[src/rtl/sport_pkg.sv]
package sport_pkg;
  localparam int ADDR_W  = 12;
  localparam int WORD_W  = 32;
  localparam int CHAR_W  = 8;
  localparam int DIV_W   = 20;
  localparam int MIN_DIV = 16;
  localparam int CTRL_W  = 7;

  localparam logic [ADDR_W-1:0] OFS_DATA  = 12'h000;
  localparam logic [ADDR_W-1:0] OFS_STAT  = 12'h004;
  localparam logic [ADDR_W-1:0] OFS_CTRL  = 12'h008;
  localparam logic [ADDR_W-1:0] OFS_INT   = 12'h00C;
  localparam logic [ADDR_W-1:0] OFS_DIV   = 12'h010;
  localparam logic [ADDR_W-1:0] OFS_ID_LO = 12'hFD0;
  localparam logic [7:0]        ID_BASE   = 8'hA0;

  // bit 0 is the last member
  typedef struct packed {
    logic test;
    logic rxo_ie;
    logic txo_ie;
    logic rx_ie;
    logic tx_ie;
    logic rx_en;
    logic tx_en;
  } ctrl_t;

  function automatic logic [7:0] id_byte(input logic [ADDR_W-1:0] a);
    logic [ADDR_W-1:0] d;
    d = a - OFS_ID_LO;
    return ID_BASE + 8'(d[ADDR_W-1:2]);
  endfunction
endpackage

[src/rtl/sport_tx.sv]
module sport_tx #(
  parameter int DIV_W = 20,
  parameter int BITS  = 8
) (
  input  logic             clk_i,
  input  logic             rst_ni,
  input  logic [DIV_W-1:0] div_i,
  input  logic             start_i,
  input  logic [BITS-1:0]  data_i,
  output logic             busy_o,
  output logic             txd_o
);
  localparam int LEFT_W = $clog2(BITS + 2);

  logic [DIV_W-1:0]  div_q, cnt_q;
  logic [BITS:0]     sh_q;
  logic [LEFT_W-1:0] left_q;
  logic              busy_q, txd_q;

  always_ff @(posedge clk_i or negedge rst_ni) begin
    if (!rst_ni) begin
      div_q  <= '0;
      cnt_q  <= '0;
      sh_q   <= '1;
      left_q <= '0;
      busy_q <= 1'b0;
      txd_q  <= 1'b1;
    end else if (start_i && !busy_q) begin
      busy_q <= 1'b1;
      txd_q  <= 1'b0;
      sh_q   <= {1'b1, data_i};
      left_q <= LEFT_W'(BITS + 1);
      div_q  <= div_i;
      cnt_q  <= div_i - 1'b1;
    end else if (busy_q) begin
      if (cnt_q == '0) begin
        if (left_q == '0) begin
          busy_q <= 1'b0;
        end else begin
          txd_q  <= sh_q[0];
          sh_q   <= {1'b1, sh_q[BITS:1]};
          left_q <= left_q - 1'b1;
          cnt_q  <= div_q - 1'b1;
        end
      end else begin
        cnt_q <= cnt_q - 1'b1;
      end
    end
  end

  assign busy_o = busy_q;
  assign txd_o  = txd_q;
endmodule

[src/rtl/sport_rx.sv]
module sport_rx #(
  parameter int DIV_W = 20,
  parameter int BITS  = 8
) (
  input  logic             clk_i,
  input  logic             rst_ni,
  input  logic [DIV_W-1:0] div_i,
  input  logic             en_i,
  input  logic             rxd_i,
  output logic             done_o,
  output logic [BITS-1:0]  data_o
);
  localparam int IDX_W = $clog2(BITS + 2);
  localparam logic [IDX_W-1:0] IDX_STOP = IDX_W'(BITS + 1);

  logic [2:0]       sync_q;
  logic [DIV_W-1:0] div_q, cnt_q;
  logic [IDX_W-1:0] idx_q;
  logic [BITS-1:0]  sh_q;
  logic             busy_q;
  logic             line, fall;

  assign line = sync_q[1];
  assign fall = sync_q[2] && !sync_q[1];

  always_ff @(posedge clk_i or negedge rst_ni) begin
    if (!rst_ni) begin
      sync_q <= '1;
      div_q  <= '0;
      cnt_q  <= '0;
      idx_q  <= '0;
      sh_q   <= '0;
      busy_q <= 1'b0;
    end else begin
      sync_q <= {sync_q[1:0], rxd_i};
      if (!busy_q) begin
        if (en_i && fall) begin
          busy_q <= 1'b1;
          div_q  <= div_i;
          cnt_q  <= (div_i >> 1) - 1'b1;
          idx_q  <= '0;
        end
      end else if (cnt_q == '0) begin
        cnt_q <= div_q - 1'b1;
        idx_q <= idx_q + 1'b1;
        if (idx_q == '0 && line) busy_q <= 1'b0;  // glitch, not a start bit
        else if (idx_q == IDX_STOP) busy_q <= 1'b0;
        else if (idx_q != '0) sh_q <= {line, sh_q[BITS-1:1]};
      end else begin
        cnt_q <= cnt_q - 1'b1;
      end
    end
  end

  assign done_o = busy_q && (cnt_q == '0) && (idx_q == IDX_STOP);
  assign data_o = sh_q;
endmodule

[src/rtl/sport_apb.sv]
module sport_apb
  import sport_pkg::*;
#(
  parameter int DIV_BITS = sport_pkg::DIV_W,
  parameter int DIV_MIN  = sport_pkg::MIN_DIV
) (
  input  logic              clk_i,
  input  logic              rst_ni,
  input  logic              psel_i,
  input  logic              penable_i,
  input  logic              pwrite_i,
  input  logic [ADDR_W-1:0] paddr_i,
  input  logic [WORD_W-1:0] pwdata_i,
  output logic [WORD_W-1:0] prdata_o,
  output logic              txd_o,
  input  logic              rxd_i,
  output logic              irq_tx_o,
  output logic              irq_rx_o,
  output logic              irq_txovr_o,
  output logic              irq_rxovr_o,
  output logic              irq_any_o
);
  ctrl_t               ctrl_q;
  logic [DIV_BITS-1:0] div_q;
  logic [CHAR_W-1:0]   txbuf_q, rxbuf_q, rx_data;
  logic                txfull_q, rxfull_q, txovr_q, rxovr_q, tx_is_q, rx_is_q;
  logic                acc, wr_data, wr_stat, wr_ctrl, wr_int, wr_div, rd_data;
  logic                baud_ok, tx_busy, tx_start, rx_done, rx_acc;
  logic [3:0]          int_vec;
  logic                unused_bits;

  assign acc     = psel_i && penable_i;
  assign wr_data = acc && pwrite_i && (paddr_i == OFS_DATA);
  assign wr_stat = acc && pwrite_i && (paddr_i == OFS_STAT);
  assign wr_ctrl = acc && pwrite_i && (paddr_i == OFS_CTRL);
  assign wr_int  = acc && pwrite_i && (paddr_i == OFS_INT);
  assign wr_div  = acc && pwrite_i && (paddr_i == OFS_DIV);
  assign rd_data = acc && !pwrite_i && (paddr_i == OFS_DATA);
  assign unused_bits = ^pwdata_i[WORD_W-1:DIV_BITS];

  assign baud_ok  = div_q >= DIV_BITS'(DIV_MIN);
  assign tx_start = ctrl_q.tx_en && txfull_q && baud_ok && !tx_busy;
  assign rx_acc   = rx_done && ctrl_q.rx_en;

  sport_tx #(.DIV_W(DIV_BITS), .BITS(CHAR_W)) u_tx (
    .clk_i, .rst_ni, .div_i(div_q), .start_i(tx_start), .data_i(txbuf_q),
    .busy_o(tx_busy), .txd_o
  );

  sport_rx #(.DIV_W(DIV_BITS), .BITS(CHAR_W)) u_rx (
    .clk_i, .rst_ni, .div_i(div_q), .en_i(baud_ok), .rxd_i,
    .done_o(rx_done), .data_o(rx_data)
  );

  always_ff @(posedge clk_i or negedge rst_ni) begin
    if (!rst_ni) begin
      ctrl_q   <= '0;
      div_q    <= '0;
      txbuf_q  <= '0;
      rxbuf_q  <= '0;
      txfull_q <= 1'b0;
      rxfull_q <= 1'b0;
      txovr_q  <= 1'b0;
      rxovr_q  <= 1'b0;
      tx_is_q  <= 1'b0;
      rx_is_q  <= 1'b0;
    end else begin
      if (wr_ctrl) ctrl_q <= ctrl_t'(pwdata_i[CTRL_W-1:0]);
      if (wr_div)  div_q  <= pwdata_i[DIV_BITS-1:0];

      // transmit side: a write in the hand-off cycle refills the buffer
      if (wr_data) begin
        txbuf_q  <= pwdata_i[CHAR_W-1:0];
        txfull_q <= 1'b1;
      end else if (tx_start) begin
        txfull_q <= 1'b0;
      end
      if (wr_data && txfull_q && !tx_start)           txovr_q <= 1'b1;
      else if ((wr_stat || wr_int) && pwdata_i[2])    txovr_q <= 1'b0;
      if (tx_start && !wr_data && ctrl_q.tx_ie)       tx_is_q <= 1'b1;
      else if (wr_int && pwdata_i[0])                 tx_is_q <= 1'b0;

      // receive side: a read in the acceptance cycle frees the buffer
      if (rx_acc) begin
        rxbuf_q  <= rx_data;
        rxfull_q <= 1'b1;
      end else if (rd_data) begin
        rxfull_q <= 1'b0;
      end
      if (rx_acc && rxfull_q && !rd_data)             rxovr_q <= 1'b1;
      else if ((wr_stat || wr_int) && pwdata_i[3])    rxovr_q <= 1'b0;
      if (rx_acc && ctrl_q.rx_ie)                     rx_is_q <= 1'b1;
      else if (wr_int && pwdata_i[1])                 rx_is_q <= 1'b0;
    end
  end

  assign int_vec = {rxovr_q && ctrl_q.rxo_ie, txovr_q && ctrl_q.txo_ie, rx_is_q, tx_is_q};

  always_comb begin
    prdata_o = '0;
    case (paddr_i)
      OFS_DATA: prdata_o = WORD_W'(rxbuf_q);
      OFS_STAT: prdata_o = WORD_W'({rxovr_q, txovr_q, rxfull_q, txfull_q});
      OFS_CTRL: prdata_o = WORD_W'(ctrl_q);
      OFS_INT:  prdata_o = WORD_W'(int_vec);
      OFS_DIV:  prdata_o = WORD_W'(div_q);
      default:
        if (paddr_i >= OFS_ID_LO && paddr_i[1:0] == 2'b00)
          prdata_o = WORD_W'(id_byte(paddr_i));
    endcase
  end

  assign irq_tx_o    = int_vec[0];
  assign irq_rx_o    = int_vec[1];
  assign irq_txovr_o = int_vec[2];
  assign irq_rxovr_o = int_vec[3];
  assign irq_any_o   = |int_vec;
endmodule

[config.mk]
export PLATFORM = sky130hd
export DESIGN_NAME = sport_apb
export DESIGN_NICKNAME = d
export VERILOG_FILES = /design/src/rtl/sport_pkg.sv /design/src/rtl/sport_tx.sv /design/src/rtl/sport_rx.sv /design/src/rtl/sport_apb.sv
export SDC_FILE = /design/constraint.sdc
export NUM_CORES = 1
export LEC_CHECK = 0
export BUFFER_PORTS_ARGS = -buffer_cell sky130_fd_sc_hd__buf_2
export CAP_MARGIN = 15
export CORE_UTILIZATION = 50
export CTS_CLUSTER_SIZE = 10
export DETAILED_ROUTE_END_ITERATION = 10
export PLACE_DENSITY = 0.67
export RECOVER_POWER = 100
export SYNTH_ARGS = -nofsm -noshare
export SYNTH_HDL_FRONTEND = slang
export SYNTH_SLANG_ARGS = --single-unit
export TNS_END_PERCENT = 30
[constraint.sdc]
create_clock -name clk_i -period 8 [get_ports clk_i]
set_input_delay 0.8 -clock clk_i [delete_from_list [all_inputs] [get_ports clk_i]]
set_output_delay 0.8 -clock clk_i [all_outputs]
set_load 0.01 [all_outputs]
* After elaboration in Yosys (flattened, before gate mapping)
Index checks and enable logic that the tools add are counted.
** Cells by class
- Add/subtract/negate cells :: 10
- Order comparisons :: 2
- Equality and inequality tests :: 8
- Mux-type cells :: 45
- Bitwise gates (word level) :: 3
- Reduce and logical (&&, ||, !) cells :: 62
** Operator list (number)
- $mux W20 :: 7
- $pmux W20 S5 :: 1
- $sub A20 B1 Y20 const B :: 5
- $logic_not A20 Y1 :: 2
- $mux W9 :: 4
- $logic_and A1 B1 Y1 :: 33
- $mux W4 :: 7
- $mux W1 :: 25
- $eq A12 B4 Y1 const B :: 2
- $ge A20 B5 Y1 const B :: 1
- $sub A19 B1 Y20 const B :: 1
- $reduce_bool A2 Y1 :: 9
- $eq A12 B3 Y1 const B :: 1
- $eq A12 B5 Y1 const B :: 1
- $ge A12 B12 Y1 const B :: 1
- $logic_not A12 Y1 :: 1
- $sub A10 B10 Y10 const B :: 1
- $add A8 B8 Y8 const A :: 1
- $logic_not A4 Y1 :: 2
- $mux W8 :: 1
- $logic_not A1 Y1 :: 6
- $reduce_and A2 Y1 :: 3
- $reduce_and A5 Y1 :: 1
- $add A4 B1 Y4 const B :: 1
- 11 further kinds :: 13
** Storage, ports and cells
- Register bits after elaboration :: 160
- Input port bits :: 50
- Output and inout port bits :: 38
- Word-level logic and storage cells :: 158

* Logic depth before layout (Yosys ltp)
Gate-level depths: netlist (run 1).
- Depth in word-level cells :: 7
- Mapped depth :: 12
- Depth with buffers taken out :: 10

* Hierarchy
From an unflattened synthesis (run 1), not the netlist that was laid out.
** Second synthesis, totals
- Cell total of the unflattened synthesis :: 948
- Area total of the unflattened synthesis :: 8997.4 µm²
** Modules (own cells, without submodules)
- sport_rx :: instances 1, cells each 367, area each 3299.4 µm², sequential area each 1405.1 µm²
- sport_tx :: instances 1, cells each 345, area each 3005.4 µm², sequential area each 1362.6 µm²
- sport_apb :: instances 1, cells each 236, area each 2692.6 µm², sequential area each 1226.2 µm²

* Least setup slack after synthesis (run 1)
OpenSTA, ideal clock, no wires.
- Path type :: input-to-output
- From :: input port paddr_i[8]
- To :: output port prdata_o[1]
- Arrival time :: 2.187 ns
- Data required time :: 7.200 ns
- Slack :: 5.013 ns
- Stages :: 5
- Path buffers :: 0
- Cell sequence :: nor4_1 nand4b_1 nor4_2 a22o_1 a221o_1
** Between the ends
- Longest elaborated chain between the ends :: 4
- Elaborated cells between the ends (all ways) :: 9
- Those cells by class :: order compare: 1; eq/ne: 4; mux: 2; reduce/logical: 2
** RTL lines
- from (decl) :: line sport_apb.sv:12 : input logic [ADDR_W-1:0] paddr_i,
- $ge A12 B12 Y1 :: line sport_apb.sv:108 : if (paddr_i >= OFS_ID_LO && paddr_i[1:0] == 2'b00)
- $logic_and A1 B1 Y1 :: line sport_apb.sv:108
- $mux W8 :: line sport_apb.sv:108
- $pmux W20 S5 (*) :: line sport_apb.sv:101 : case (paddr_i)
- to (decl) :: line sport_apb.sv:14 : output logic [WORD_W-1:0] prdata_o,
Every way passes the cells marked *; elsewhere a longest branch is shown, timed or not.

==> results of run 1 <==
==> area by class of cell <==
type / instances / area [um2]
Sequential cell: 159 / 3990
Inverter: 27 / 101
Timing Repair Buffer: 74 / 350
Fill cell: 1494 / 7120
Multi-Input combinational cell: 652 / 4120
Tap cell: 220 / 275
Clock inverter: 9 / 95.1
Clock buffer: 23 / 522
==> final timing paths <==
path	from	end	slack [ns]	cells past startpoint
worst max-delay path	rst_ni	u_tx.left_q[1]	3.21	2
worst min-delay path	u_rx.sync_q[0]	u_rx.sync_q[1]	0.36	0
worst max register to register	div_q[4]	u_tx.cnt_q[18]	3.33	10
worst min register to register	u_rx.sync_q[0]	u_rx.sync_q[1]	0.36	0
max in group clk_i	div_q[4]	u_tx.cnt_q[18]	3.33	10
min in group asynchronous	rst_ni	u_rx.cnt_q[19]	2.06	1
==> sequential cells by signal (all words and copies together) (netlist names), 3 cells and up <==
register and flops:
u_rx.data_o 8, u_tx.cnt_q 20, txbuf_q 8, u_rx.cnt_q 20, u_tx.sh_q 8, rxbuf_q 8, u_rx.div_q 20, div_q 20
u_rx.idx_q 4, ctrl_q 7, u_tx.left_q 4, u_rx.sync_q 3, u_tx.div_q 20
==> cells by family (layout without fill, tap and decap cells) <==
family                   count (synthesis)  count (layout)  share of synthesized area [%]
AND/OR/NAND/NOR                        347             347                           20.4
other                                    1              12                         0.0442
adder cells (fa/ha/maj)                 10              10                           1.48
flip-flops                             159             159                           47.1
AO/OA/AOI/OAI                          179             179                           13.7
buffers and inverters                   83             133                           4.50
XOR/XNOR                                32              32                           3.31
multiplexers                            72              72                           9.45
==> per-layer routing <==
metal / vias to the layer above / wire (um) / GRT usage, %
met2: 190 / 9740 / 39.5
met5: - / 0 / 0
met1: 3290 / 9990 / 35.6
li1: 3218 / - / -
met4: 0 / 487 / 9.45
met3: 36 / 1030 / 5.31
==> placed cells by master (no fill, tap or decap), types with 4 or more instances in the layout <==
master	synthesis	final
a22oi_1	5	5
nand4_1	8	9
nor4_1	13	15
and3_1	4	4
xnor2_1	9	9
nor3_1	15	15
ha_1	10	10
o21a_1	5	5
and2_1	14	6
clkinv_4	0	5
dfstp_2	12	11
and2_0	1	9
xor2_1	23	23
a222oi_1	5	5
nand3_1	25	25
conb_1	1	12
dfrtp_1	147	147
a31o_2	4	4
clkbuf_16	0	20
a21oi_1	31	31
a311oi_1	9	9
nand2b_1	4	4
a31oi_1	22	22
and4_1	6	6
o22ai_1	6	6
nor2b_1	4	4
nor4_2	7	5
or4_1	5	5
nor2_1	62	62
inv_1	27	27
clkbuf_1	32	30
buf_2	7	40
mux2_2	55	53
a22o_1	5	5
o21ai_0	52	61
buf_4	12	6
mux2i_1	14	14
nand2_1	156	156
==> worst reg2reg max path: cells and delay by family (launching register included) <==
kind / cells / cell delay [ns]
buffers and inverters: 3 / 2.25
flip-flops: 1 / 0.52
multiplexers: 1 / 0.12
AND/OR/NAND/NOR: 6 / 1.65
==> through the flow <==
step                setup slack, ns  cells  util [%]
floorplan                      5.01    894         -
global placement               3.99   1131      53.7
detailed placement             3.97   1131      53.7
CTS                            3.98   1163      57.4
global route                   2.22   1164      57.0
finish                         3.21   1164      57.0
==> where the power goes <==
part           switching (uW)  internal, uW
logic                     141           105
registers                50.2           858
clock network             339           496
==> out/metrics.cfg, run 1 <==
[layout]
syn2layout_area_growth_pct = 11.6
fin_nets = 991
n_antenna_cell = 0
drive_above_1_share_pct = 17.2
stdcell_area_um2 = 9460

[yosys]
ys.flop_type = dfrtp_1
synth_top_area_cell = dfrtp_1
netlist_top_cells_count = nand2_1 (156), dfrtp_1 (147), nor2_1 (62)
synth.distinct_cells = 68
synth.avg_cell_area_um2 = 9.60
synth_edf_count = 0
synth.top_cell.area_share_pct = 43.4
ys_seq_area_share_pct = 47.1
yosys_warnings = 0
synthArstFlopShare_pct = 100
synth_most_common_cell = nand2_1
synth-seq-cells = 159
syn-instance-count = 883
yosys-top-cells-area = dfrtp_1 (43%), mux2_2 (7.3%), nand2_1 (6.9%)
synth_area_um2 = 8480

[sta]
period_share_pct = 59.9
rsz0062_at_grt = false
final-setup-viol-count = 0
max-slew-margin-rel_pct = -216
post-route-min-period_ns = 4.79
hold_violations = 0
clock_skew_ns = 0.00773
finalMaxSlewViolations = 91
hold-worst-slack_ns = 0.364
fmax_mhz = 209
worst_pin_slew_ns = 4.75
setup_tns_ns = 0

[floorplan]
io_pins = 88
die_h_um = 132
initial_utilization_pct = 51.1
die_area_um2 = 17500
fp.dieW_um = 132
row_count = 47
core_area_um2 = 16600

[power]
max-vdd-ir-drop_mv = 0.202
cellLeakagePower_uw = 0.00451
total_power_uw = 1990
p_per_area_nw_per_um2 = 210

[cts]
cts_tree = yes
cts-root-buf = clkbuf_16
cts.sinks = 159
cts_buffer_depth = 2
insertion_delay_ns = 0.43
h-tree-depth = 4
numCtsBuffers = 17
clkTransAtPathRegs_ns = 0.06
cts_hold_buffers = 0
cts_resized = 0
post_cts_buffers = 0

[routing]
routedWlPerCell_um = 18.3
routed_via_density = 5.79
drt_iter0_markers = 605
dr.pass1.iters = 5
via_count = 6734
ant_nets = 0
finalWirelength_um = 21200
drc = 0

[critical_path]
startpoint_type = primary input
max_stage_delay_ns = 3.26
critical_path.top_delay_family = buffers and inverters
cp.arrival_ns = 5.23
critPathKind = in2async
path_buf_inv = 2
endpoint_kind = async pin
crit_required_ns = 8.44
worstPathCellList = clkbuf_1 > buf_4
worst_path_max_delay_cell = clkbuf_1
critPathMaxFanout = 90

[grt]
gr-usage-all-layers_pct = 25.6
grt_pass1_wl_um = 35000
grt_max_degree = 91
antenna_found_initial = 0
overflow = 0
grt_pass1_vias = 6583

[placed_design]
dpl_cell_area_um2 = 8910
port_buffers = 63
gp_congestion = 0.867
hpwlAfterDp_um = 14300

[outcome]
violations = capacitance limit, slew limit
outcome = finished, violations left

[flow_run]
maxCapViolCount = 1

[min_path]
hp-class = reg2reg

No activity file was read; power rests on OpenSTA's default activity.
==> run 2, diff against run 1 <==
Settings changed: ABC_AREA set to 1.
Clock period 8 ns to 4.95 ns, I/O delays scaled along.
==> run 2 against run 1 <==
Net effect:
- the run still ends with capacitance limit, slew limit left
- via count up 16%
- first-iteration DRC count rose by 5.8%
- hold slack lost 0.21 ns
- die area grew 5.6%
- critical endpoint is now u_tx.cnt_q[18]
- largest cell class unchanged
- largest power group unchanged
==> out/metrics.cfg, run 2 <==
[outcome]
violations = capacitance limit, slew limit
outcome = finished, violations left

[placed_design]
hpwlAfterDp_um = 15700  ; +9.8%
port_buffers = 63  ; unchanged
gp_congestion = 0.916  ; +5.6%

[cts]
cts_resized = 0  ; unchanged
cts-root-buf = clkbuf_16
cts.sinks = 159  ; unchanged
post_cts_buffers = 0  ; unchanged
cts_tree = yes
insertion_delay_ns = 0.43  ; about the same
h-tree-depth = 4  ; unchanged
cts_buffer_depth = 2  ; unchanged
numCtsBuffers = 17  ; unchanged
clkTransAtPathRegs_ns = 0.07  ; about the same
cts_hold_buffers = 0  ; unchanged

[yosys]
synth.avg_cell_area_um2 = 7.50  ; -22%
synthArstFlopShare_pct = 100  ; unchanged
ys.flop_type = dfrtp_1
synth-seq-cells = 159  ; unchanged
netlist_top_cells_count = nand2_1 (330), dfrtp_1 (147), inv_1 (142)
ys_seq_area_share_pct = 44.6  ; -2.5 points
synth_most_common_cell = nand2_1
synth_edf_count = 0  ; unchanged
synth_top_area_cell = dfrtp_1
yosys_warnings = 0  ; unchanged
syn-instance-count = 1195  ; +35%
synth.distinct_cells = 50  ; -26%
synth.top_cell.area_share_pct = 41.1  ; -2.3 points
yosys-top-cells-area = dfrtp_1 (41%), nand2_1 (14%), o21ai_0 (6.3%)
synth_area_um2 = 8960  ; +5.7%

[floorplan]
io_pins = 88  ; unchanged
fp.dieW_um = 136  ; +2.8%
die_area_um2 = 18500  ; +5.6%
die_h_um = 136  ; +2.8%
initial_utilization_pct = 51.4  ; +0.32 points
row_count = 48  ; +2.1%
core_area_um2 = 17400  ; +5.0%

[sta]
worst_pin_slew_ns = 3.05  ; -1.70 ns
final-setup-viol-count = 0  ; unchanged
setup_tns_ns = 0  ; unchanged
max-slew-margin-rel_pct = -103  ; +110 points
clock_skew_ns = 0.0111  ; +0.00335 ns
post-route-min-period_ns = 3.88
fmax_mhz = 258
period_share_pct = 78.3
rsz0062_at_grt = false
finalMaxSlewViolations = 58  ; -36%
hold_violations = 0  ; unchanged

[layout]
fin_nets = 1306  ; +32%
n_antenna_cell = 0  ; unchanged
regArea_um2 = 3990  ; unchanged
drive_above_1_share_pct = 10.2  ; -7.0 points
multiInputGateArea_um2 = 4090  ; -0.85%
mostFrequentLayoutCell = nand2_1
syn2layout_area_growth_pct = 9.85
nFillCells = 1712  ; +15%
layout_common_cells = nand2_1 (338), inv_1 (147), dfrtp_1 (147)

[critical_path]
max_stage_delay_ns = 0.65  ; -2.61 ns
critPathMaxFanout = 42  ; -53%
cp.arrival_ns = 4.18  ; -1.05 ns
worst_path_max_delay_cell = inv_1
worstPathCellList = inv_1 > nand4_1 > nor2_1 > nand2_1 > nand2_4 > inv_1 > nand2_1 > nand2_1 > inv_1 > ha_1 > nand3_1 > nor2_1 > nand3_2 > nor2_1 > nand3_1 > nand3_1 > nand2_1
critPathKind = reg2reg
startpoint_type = flop
cp_common_cell = nand2_1
endpoint_kind = flop
crit_required_ns = 5.25  ; -3.19 ns

[routing]
dr_wl_met3_um = 977  ; -5.1%
via_count = 7800  ; +16%
dr.pass1.iters = 7  ; +2
finalWirelength_um = 22200  ; +4.4%
top_layer = met4
ant_nets = 0  ; unchanged
routed_via_density = 5.26  ; -9.1%
route.met2.wl_um = 10100  ; +3.8%
drt_iter0_markers = 640  ; +5.8%
wl_met1_um = 10900  ; +8.9%
drc = 0  ; unchanged
routedWlPerCell_um = 14.9  ; -18%

[power]
clock_power_share_pct = 41.0  ; -1.0 points
cellLeakagePower_uw = 0.00504  ; +12%
internal-power_uw = 2330  ; +60%
pwr-share-seq_pct = 43.5  ; -2.2 points
swShare_pct = 30.2  ; +3.6 points
p_sw_uw = 1010  ; +90%
combPwrFrac_pct = 15.5  ; +3.1 points
max-vdd-ir-drop_mv = 0.260  ; +29%
p_per_area_nw_per_um2 = 339  ; +61%
total_power_uw = 3340  ; +68%

[grt]
gr-usage-all-layers_pct = 25.5  ; about the same
grt_pass1_wl_um = 36700  ; +5.0%
antenna_found_initial = 0  ; unchanged
grt_pass1_vias = 7300  ; +11%
grt_max_degree = 58  ; -36%
overflow = 0  ; unchanged

[min_path]
hp-class = in2reg

[flow_run]
maxCapViolCount = 1  ; unchanged

## run 2: path summary, 6_finish.rpt
kind                                  end  depth (start not counted)      startpoint  slack, ns
setup / recovery           u_tx.cnt_q[18]                         17       div_q[14]       1.07
min in group asynchronous      rxbuf_q[3]                          1          rst_ni       1.06
hold reg to reg            u_rx.sync_q[1]                          0  u_rx.sync_q[0]       0.36
setup reg to reg           u_tx.cnt_q[18]                         17       div_q[14]       1.07
hold / removal             u_rx.sync_q[0]                          1           rxd_i       0.16
max in group asynchronous  u_tx.cnt_q[18]                          2          rst_ni       1.92
## run 2: through the flow
| step | worst slack [ns] | std cells | util [%] | instance area (um2) | hold slack [ns] |
|---|---|---|---|---|---|
| final | 1.07 | 1484 | 56.5 | 9840 | 0.157 |
| after global routing | 0.616 | 1484 | 56.5 | 9840 | 0.140 |
| after CTS | 1.63 | 1484 | 57.3 | 9970 | 0.0424 |
| after detailed placement | 1.64 | 1452 | 53.8 | 9370 | 0.350 |
| after global placement | 1.67 | 1452 | 53.8 | 9370 | 0.346 |
| after floorplan | 2.70 | 1206 | - | 9000 | 0.199 |
## run 2: logic make-up after synthesis
family	Yosys count	share of synthesized area, %
flip-flops	159	44.6
buffers and inverters	197	9.33
other	1	0.0419
XOR/XNOR	11	1.08
multiplexers	13	1.63
AO/OA/AOI/OAI	186	11.3
AND/OR/NAND/NOR	618	30.6
adder cells (fa/ha/maj)	10	1.40
## run 2: critical path, delay by kind of cell (launching register included)
kind / cells / cell delay [ns]
adder cells (fa/ha/maj): 1 / 0.16
buffers and inverters: 3 / 0.82
AND/OR/NAND/NOR: 13 / 2.33
flip-flops: 1 / 0.43
## run 2: final cells by class
type                       count  share of cell area [%]
multi-input combinational    850                    41.5
sequential                   159                    40.6
inverter                     150                    5.72
clock buffer                  18                    4.46
timing repair buffer          68                    3.12
tap                          225                    2.86
clock inverter                14                    1.70
## run 2: power groups by stage
stage                     combinational, uW  clock [uW]  sequential, uW
after global placement                  509           0            1470
after CTS                               521        1380            1450
after detailed placement                517           0            1470
final                                   517        1370            1450
after floorplan                         396           0            1450
after global routing                    593        1450            1460
## run 2: layer usage
| layer | track usage, % | up-vias |
|---|---|---|
| met2 | 40.9 | 180 |
| li1 | - | 3928 |
| met3 | 4.44 | 17 |
| met5 | 0 | - |
| met1 | 36.1 | 3675 |
| met4 | 5.56 | 0 |
==> run 3, diff against run 2 <==
Clock period 4.95 ns to 3.9 ns, I/O delays scaled along.
==> run 3 against run 2 <==
Net effect:
- the flow still finishes with violations (capacitance limit, slew limit)
- die area unchanged
- register-to-register slack worse by 0.35 ns
- total power up 25%
- sequential cell count unchanged
- design area up 0.23%
- first-iteration DRC count down 21%
- via count about the same
- clock skew about the same
- sequential power up 26%
- sequential share of layout area down 0.093 points
- largest cell class unchanged
- largest power group unchanged
==> out/metrics.cfg, run 3 (synthesized netlist as in run 2, its figures left out) <==
[routing]
drc = 0  ; unchanged
via_count = 7799  ; -0.013%
finalWirelength_um = 22300  ; +0.66%
ant_nets = 0  ; unchanged
dr.pass1.iters = 7  ; unchanged
routedWlPerCell_um = 15.0  ; about the same
routed_via_density = 5.22  ; -0.62%
drt_iter0_markers = 507  ; -21%

[outcome]
violations = capacitance limit, slew limit
outcome = finished, violations left

[power]
p_sw_uw = 1340  ; +32%
combPwrFrac_pct = 15.9  ; +0.4 points
max-vdd-ir-drop_mv = 0.358  ; +38%
swShare_pct = 32.1  ; +1.8 points
p_per_area_nw_per_um2 = 423  ; +25%
clock_power_share_pct = 40.1  ; -0.9 points
cellLeakagePower_uw = 0.00505  ; +0.15%
internal-power_uw = 2830  ; +22%
pwr-share-seq_pct = 44.0  ; +0.5 points

[placed_design]
gp_congestion = 0.882  ; -3.6%
hpwlAfterDp_um = 15900  ; +1.6%
port_buffers = 63  ; unchanged
dpl_cell_area_um2 = 9430  ; +0.72%
place_ws_ns = 1.11  ; -0.537 ns

[critical_path]
endpoint_kind = flop
cp.arrival_ns = 3.51  ; -0.67 ns
critPathKind = reg2reg
startpoint_type = flop
critPathMaxFanout = 17  ; -60%
crit_required_ns = 4.23  ; -1.02 ns

[min_path]
hp-class = in2reg

[layout]
postLayoutCoreUtil_pct = 56.6  ; +0.13 points
fin_nets = 1315  ; +0.69%
syn2layout_area_growth_pct = 10.1
mostFrequentLayoutCell = nand2_1
n_antenna_cell = 0  ; unchanged
stdcell_area_um2 = 9860  ; +0.23%
regArea_um2 = 3990  ; unchanged
multiInputGateArea_um2 = 4080  ; -0.31%
drive_above_1_share_pct = 10.7  ; +0.56 points
layout_common_cells = nand2_1 (339), dfrtp_1 (147), inv_1 (145)
nFillCells = 1705  ; -0.41%

[sta]
clock_skew_ns = 0.0115  ; +0.000436 ns
worst_pin_slew_ns = 2.40  ; -0.643 ns
max-slew-margin-rel_pct = -60.1  ; +43 points
hold_violations = 0  ; unchanged
setup_tns_ns = 0  ; unchanged
finalMaxSlewViolations = 95  ; +64%
rsz0062_at_grt = false
period_share_pct = 81.5  ; +3.1 points
post-route-min-period_ns = 3.18  ; -0.701 ns
fmax_mhz = 315  ; +22%
final-setup-viol-count = 0  ; unchanged
fin_ws_ns = 0.723  ; -0.349 ns

[cts]
h-tree-depth = 4  ; unchanged
cts_buffer_depth = 2  ; unchanged
numCtsBuffers = 17  ; unchanged
cts-root-buf = clkbuf_16
post_cts_buffers = 0  ; unchanged
clkTransAtPathRegs_ns = 0.08  ; about the same
cts_tree = yes
cts.sinks = 159  ; unchanged
cts_resized = 0  ; unchanged
insertion_delay_ns = 0.44  ; about the same
cts_hold_buffers = 0  ; unchanged

[grt]
overflow = 0  ; unchanged
grt_max_degree = 95  ; +64%
grt_pass1_vias = 7276  ; -0.33%
antenna_found_initial = 0  ; unchanged
grt_pass1_wl_um = 36600  ; -0.41%
gr-usage-all-layers_pct = 25.7  ; +0.13 points

[floorplan]
initial_utilization_pct = 51.4  ; unchanged
row_count = 48  ; unchanged
io_pins = 88  ; unchanged
die_h_um = 136  ; unchanged
fp.dieW_um = 136  ; unchanged
core_area_um2 = 17400  ; unchanged
die_area_um2 = 18500  ; unchanged

[flow_run]
maxCapViolCount = 1  ; unchanged

-- run 3: through the flow --
stage	cells	total power [uW]	hold WS (ns)
finish	1493	4170	0.0400
global route	1493	4370	0.0298
CTS	1493	4190	0.0296
detailed placement	1461	2530	0.351
global placement	1461	2510	0.348
floorplan	1206	2340	0.0944
-- run 3: worst paths after layout --
path                                start              to  slack, ns  cells past startpoint
max reg2reg                     div_q[15]  u_tx.cnt_q[18]       0.72                     17
max                             div_q[15]  u_tx.cnt_q[18]       0.72                     17
min reg2reg                u_rx.sync_q[0]  u_rx.sync_q[1]       0.36                      0
max in group asynchronous          rst_ni  u_rx.div_q[16]       1.14                      2
min in group asynchronous          rst_ni  u_rx.data_o[2]       0.64                      1
min                                 rxd_i  u_rx.sync_q[0]       0.04                      1
-- run 3: power by group through the flow --
stage          clock, uW  combinational (uW)  sequential (uW)
6_report            1670                 663             1830
2_1_floorplan          0                 503             1840
3_5_place_dp           0                 668             1860
4_1_cts             1690                 674             1830
5_1_grt             1760                 765             1840
3_3_place_gp           0                 655             1860
-- run 3: layout make-up --
class,count,area share (%)
multi-input cells,850,41.3
flip-flops and latches,159,40.5
inverters,150,5.71
clock buffers,17,4.31
repair buffers,77,3.65
well taps,225,2.85
clock inverters,15,1.65
-- run 3: metal layers --
metal  vias to the layer above  global-route usage, %  routed length [um]
met1                      3624                   35.5               10600
met3                        23                   3.91                1090
met5                         -                      0                   0
li1                       3943                      -                   -
met2                       209                   41.0               10300
met4                         0                   8.68                 352
-- run 3: critical path: stages (launching register included) --
cell	delay [ns]
dfrtp_1	0.44
inv_1	0.12
nand4_1	0.10
nor2_1	0.21
nand2_1	0.17
nand2_1	0.43
inv_2	0.28
nand2_2	0.12
nand2_1	0.09
inv_1	0.07
ha_1	0.15
nand3_1	0.15
nor2_2	0.21
nand3_2	0.14
nor2_1	0.15
nand3_1	0.09
nand3_1	0.08
nand2_1	0.05
